[config.mk]
export PLATFORM = sky130hd
export DESIGN_NAME = bus_prio_arbiter
export DESIGN_NICKNAME = d
export VERILOG_FILES = /design/src/rtl/arb_pkg.sv /design/src/rtl/prio_track.sv /design/src/rtl/lock_track.sv /design/src/rtl/own_ctrl.sv /design/src/rtl/bus_prio_arbiter.sv
export SDC_FILE = /design/constraint.sdc
export NUM_CORES = 1
export LEC_CHECK = 0
export ABC_AREA = 1
export ABC_CLOCK_PERIOD_IN_PS = 2120
export BUFFER_PORTS_ARGS = -buffer_cell sky130_fd_sc_hd__buf_2
export CAP_MARGIN = 20
export CORE_MARGIN = 8
export CORE_UTILIZATION = 25
export CTS_BUF_LIST = sky130_fd_sc_hd__clkbuf_8
export DETAILED_ROUTE_END_ITERATION = 16
export SLEW_MARGIN = 40
export SYNTH_ARGS = -nofsm -noshare
export SYNTH_HDL_FRONTEND = slang
export SYNTH_SLANG_ARGS = --single-unit
[constraint.sdc]
create_clock -name clk -period 2.12 [get_ports clk]
set_input_delay 0.318 -clock clk [delete_from_list [all_inputs] [get_ports clk]]
set_output_delay 0.318 -clock clk [all_outputs]
set_load 0.02 [all_outputs]
[src/rtl/arb_pkg.sv]
package arb_pkg;

    typedef enum logic {
        OWN_SYM  = 1'b0,
        OWN_PRIO = 1'b1
    } owner_e;

    typedef struct packed {
        logic prio;
        logic sym;
    } req_seen_s;

    function automatic logic [31:0] count_step(
        input logic [31:0] cur,
        input logic        inc,
        input logic        dec,
        input logic [31:0] lim
    );
        if (inc && !dec && (cur != lim)) return cur + 32'd1;
        if (dec && !inc && (cur != 32'd0)) return cur - 32'd1;
        return cur;
    endfunction

    function automatic logic lock_step(
        input logic cur,
        input logic accept,
        input logic locked,
        input logic last
    );
        if (accept && locked) return !last;
        return cur;
    endfunction

endpackage

[src/rtl/prio_track.sv]
module prio_track
    import arb_pkg::*;
#(
    parameter int MAX_OUTSTANDING = 8,
    parameter int CW              = 4
) (
    input  logic          clk,
    input  logic          rst,
    input  logic          prio_req_n,
    input  logic          sym_req_n,
    input  logic          prio_issue,
    input  logic          prio_done,
    output req_seen_s     seen,
    output logic [CW-1:0] cnt,
    output logic          cnt_zero
);
    localparam logic [31:0] LIM = 32'(MAX_OUTSTANDING);

    req_seen_s     seen_q;
    logic [CW-1:0] cnt_q;
    logic [CW-1:0] cnt_d;

    assign cnt_d = CW'(count_step(32'(cnt_q), prio_issue, prio_done, LIM));

    always_ff @(posedge clk) begin
        if (rst) begin
            seen_q <= '0;
            cnt_q  <= '0;
        end else begin
            seen_q.prio <= ~prio_req_n;
            seen_q.sym  <= ~sym_req_n;
            cnt_q       <= cnt_d;
        end
    end

    assign seen     = seen_q;
    assign cnt      = cnt_q;
    assign cnt_zero = (cnt_q == '0);


    cnt_up_chk: assert property (@(posedge clk) disable iff (rst)
        (prio_issue && !prio_done && (32'(cnt_q) != LIM)) |=> (cnt_q == $past(cnt_q) + 1'b1));

    no_overflow_chk: assert property (@(posedge clk) disable iff (rst)
        ((32'(cnt_q) == LIM) && prio_issue && !prio_done) |=> (32'(cnt_q) == LIM));

    no_underflow_chk: assert property (@(posedge clk) disable iff (rst)
        ((cnt_q == '0) && prio_done && !prio_issue) |=> (cnt_q == '0));
endmodule

[src/rtl/lock_track.sv]
module lock_track
    import arb_pkg::*;
(
    input  logic clk,
    input  logic rst,
    input  logic accept,
    input  logic sym_locked,
    input  logic sym_lock_last,
    output logic lock_q
);
    logic lock_r;

    always_ff @(posedge clk) begin
        if (rst) lock_r <= 1'b0;
        else     lock_r <= lock_step(lock_r, accept, sym_locked, sym_lock_last);
    end

    assign lock_q = lock_r;


    lock_ignore_chk: assert property (@(posedge clk) disable iff (rst)
        !accept |=> $stable(lock_r));

    lock_open_chk: assert property (@(posedge clk) disable iff (rst)
        (accept && sym_locked && !sym_lock_last) |=> lock_r);
endmodule

[src/rtl/own_ctrl.sv]
module own_ctrl
    import arb_pkg::*;
(
    input  logic      clk,
    input  logic      rst,
    input  req_seen_s seen,
    input  logic      lock_q,
    input  logic      cnt_zero,
    output logic      sym_ok,
    output owner_e    owner,
    output logic      sym_wait
);
    logic   ok_q;
    logic   ok_d;
    owner_e own_q;
    owner_e own_d;

    always_comb begin
        ok_d  = lock_q || (!seen.prio && cnt_zero);
        own_d = own_q;
        if (seen.prio && !lock_q)       own_d = OWN_PRIO;
        else if (!seen.prio && cnt_zero) own_d = OWN_SYM;
    end

    always_ff @(posedge clk) begin
        if (rst) begin
            ok_q  <= 1'b1;
            own_q <= OWN_SYM;
        end else begin
            ok_q  <= ok_d;
            own_q <= own_d;
        end
    end

    assign sym_ok   = ok_q;
    assign owner    = own_q;
    assign sym_wait = seen.sym && !ok_q;


    preempt_chk: assert property (@(posedge clk) disable iff (rst)
        (seen.prio && !lock_q) |=> (!ok_q && (own_q == OWN_PRIO)));

    lock_shield_chk: assert property (@(posedge clk) disable iff (rst)
        lock_q |=> ok_q);

    park_chk: assert property (@(posedge clk) disable iff (rst)
        (!seen.prio && cnt_zero) |=> (ok_q && (own_q == OWN_SYM)));

    hold_prio_chk: assert property (@(posedge clk) disable iff (rst)
        ((own_q == OWN_PRIO) && !cnt_zero) |=> (own_q == OWN_PRIO));
endmodule

[src/rtl/bus_prio_arbiter.sv]
module bus_prio_arbiter
    import arb_pkg::*;
#(
    parameter int MAX_OUTSTANDING = 8,
    localparam int CW             = $clog2(MAX_OUTSTANDING + 1)
) (
    input  logic          clk,
    input  logic          rst,
    input  logic          prio_req_n,
    input  logic          sym_req_n,
    input  logic          sym_issue,
    input  logic          sym_locked,
    input  logic          sym_lock_last,
    input  logic          prio_issue,
    input  logic          prio_done,
    output logic          sym_issue_ok,
    output logic          bus_owner,
    output logic          sym_wait,
    output logic          lock_held,
    output logic [CW-1:0] prio_pending,
    output logic          prio_clear
);
    req_seen_s     seen;
    logic [CW-1:0] cnt;
    logic          cnt_zero;
    logic          lock_q;
    logic          sym_ok;
    owner_e        owner;
    logic          accept;

    assign accept = sym_issue && sym_ok;

    prio_track #(.MAX_OUTSTANDING(MAX_OUTSTANDING), .CW(CW)) u_track (
        .clk        (clk),
        .rst        (rst),
        .prio_req_n (prio_req_n),
        .sym_req_n  (sym_req_n),
        .prio_issue (prio_issue),
        .prio_done  (prio_done),
        .seen       (seen),
        .cnt        (cnt),
        .cnt_zero   (cnt_zero)
    );

    lock_track u_lock (
        .clk           (clk),
        .rst           (rst),
        .accept        (accept),
        .sym_locked    (sym_locked),
        .sym_lock_last (sym_lock_last),
        .lock_q        (lock_q)
    );

    own_ctrl u_own (
        .clk      (clk),
        .rst      (rst),
        .seen     (seen),
        .lock_q   (lock_q),
        .cnt_zero (cnt_zero),
        .sym_ok   (sym_ok),
        .owner    (owner),
        .sym_wait (sym_wait)
    );

    assign sym_issue_ok = sym_ok;
    assign bus_owner    = (owner == OWN_PRIO);
    assign lock_held    = lock_q;
    assign prio_pending = cnt;
    assign prio_clear   = cnt_zero;


    reset_state_chk: assert property (@(posedge clk)
        rst |=> (sym_issue_ok && !bus_owner && !lock_held && (prio_pending == '0)));

    wait_blocked_chk: assert property (@(posedge clk) disable iff (rst)
        sym_wait |-> !sym_issue_ok);
endmodule

==> summary.txt <==
Hold Vio Cnt, Final = 0
adder-cell share of the synthesized area = 4.84%
CP Class = flip-flop to output pin
IO buf count = 17
Core ar. = 0.00196 mm2
post-DR wirelength/cell = 10.2 um
power per cell area = 1130 mW/mm2
Synth Register Bits = 9
total power = 771 uW
final slew viol count = 0
I/O pins = 18
HPWL after DPL = 1020 um
Hold Buf Count CTS = 0
CP cell instances = inv_1, ha_1, nand3_2, inv_1, buf_2
Post-route DRC = 0
worst endpoint data arrival time = 1380 ps
critical path's most frequent cell = inv_1
final setup skew = 4.21 ps
Mapped Avg Cell Area = 6.89 um2
Post-DP Area = 636 um2
Syn-to-layout area delta = 31.7%
ANT nets after route = 0
most frequent cells in the layout = buf_2 (17), nand2_1 (16), inv_1 (15), nand3_1 (10), dfxtp_1 (9)
Die Span X = 61.5 um
fin util = 34.7%
global-route wire length before repair = 2040 um
Crit. End Element = output pin
Slowest cell on crit path = dfxtp_1
syn_nets = 86
status = complete, no violations
Compound-Gate Fraction of Synth Area = 8.72%
Synth Area in XOR/XNOR = 1.69%
Post-Synth Simple-Gate Area = 38.3%
largest family of logic cells by synthesized area = simple AND/OR/NAND/NOR gates
fraction of layout instances using a drive strength above 1 = 30.2%
WHS = 233 ps
drt first pass iters = 4
Setup Fix Bufs, Post-CTS = 0
Setup crit start kind = flip-flop
total track usage = 7.51%
Synth Warn # = 0
CTS tree = yes
Starting Density = 26.3%
vias in the first global route = 491
clock transition at the registers of the reported paths = 50 ps
reg2reg setup slack = 730 ps
cts bufs inserted = 3
HP Class = input pin to flip-flop
critical path fanouts, max = 6
setup TNS = 0 ps
final setup fails = 0
Die H = 61.5 um
Yosys cell types = 18
Mapped Cells = 75
minimum clock period = 1690 ps
TritonCTS Sinks = 9
CTS root buf = clkbuf_8
Lkg Pwr = 0.382 nW
largest buffer count on any clock path = 2
initial antenna violation count = 0
fmax = 590 MHz
CTS resizes = 0
n_diodes = 0
RSZ-0062 raised after global routing = no
H-tree levels = 1
VDD IR max = 0.529 mV
vias per inst = 4.23
gr ovfl total = 0
most common cell after layout, fill and taps aside = buf_2
fin area = 681 um2
DR vias = 520
Slew HR = 85.1%
period utilization = 79.9%
Worst-Margin Slew = 223 ps
RePlAce Congestion = 0.763
Rows = 16
Max stage delay on crit path = 420 ps
nets = 108
post-synthesis sequential area ratio = 34.9%
final WL = 1250 um
critical path data required time = 1800 ps
Max Cap Viol = 0
clock latency on the worst-skew pair = 240 ps
die area = 0.00378 mm2
initial DRC count = 15
largest net degree at the start of global routing = 9
Post-Syn Area = 517 um2
mux cell area share after synthesis = 0%
## stage by stage
stage               setup WS, ps  std cells
finish                       426        123
global route                 317        123
CTS                          420        123
detailed placement           688        119
global placement             743        119
floorplan                    694         75
## logic make-up after synthesis
logic type      Yosys count
compound gates            7
xor+xnor                  1
fa+ha+maj                 2
buf+inv                  16
flops                     9
simple gates             40
## layout make-up
type | instances | area [um2]
tap | 27 | 33.8
multi-input combinational | 50 | 277
sequential | 9 | 180
inverter | 16 | 60.1
fill | 231 | 1280
timing repair buffer | 17 | 85.1
clock inverter | 1 | 3.75
clock buffer | 3 | 41.3
## cells in the mapped netlist (all sizes together)
| library cell | n | area (um2) |
|---|---|---|
| a21oi | 4 | 27.5 |
| a22oi | 1 | 7.51 |
| dfxtp | 9 | 180 |
| ha | 2 | 25.0 |
| inv | 16 | 60.1 |
| nand2 | 19 | 88.8 |
| nand3 | 12 | 70.1 |
| nand4 | 1 | 6.26 |
| nor2 | 7 | 26.3 |
| o21ai | 2 | 10.0 |
| or2 | 1 | 6.26 |
| xnor2 | 1 | 8.76 |
## layer usage
metal  up-vias  GRT usage (%)  share of wire, %
met3         3           3.34               7.0
li1        274              -                 -
met4         0           4.87               2.2
met1       228           8.12                48
met2        15           11.6                43
met5         -              0                 0
## registers in the layout (all words and copies together) (netlist names)
name / flops
u_own.sym_ok: 1
u_lock.lock_q: 1
u_track.seen: 2
u_track.cnt: 4
u_own.owner: 1
## critical path: cells and delay by family, from the launching register on
family	cells	cell delay [ps]
flops	1	420
fa+ha+maj	1	270
simple gates	1	120
buf+inv	3	330
## power by group
part	leakage [nW]	internal [mW]	switching (mW)
combinational	0.280	0.124	0.211
clock	0.0269	0.126	0.0693
sequential	0.0746	0.201	0.0387
total	0.382	0.451	0.319
## final timing paths
check | from | endpoint | depth (start not counted)
worst max-delay path | u_track.cnt[0] | prio_clear | 5
worst min-delay path | prio_req_n | u_track.seen[1] | 2
worst max register to register | u_track.cnt[0] | u_track.cnt[3] | 8
worst min register to register | u_lock.lock_q | u_own.sym_ok | 2
No activity file was read; power rests on OpenSTA's default activity.
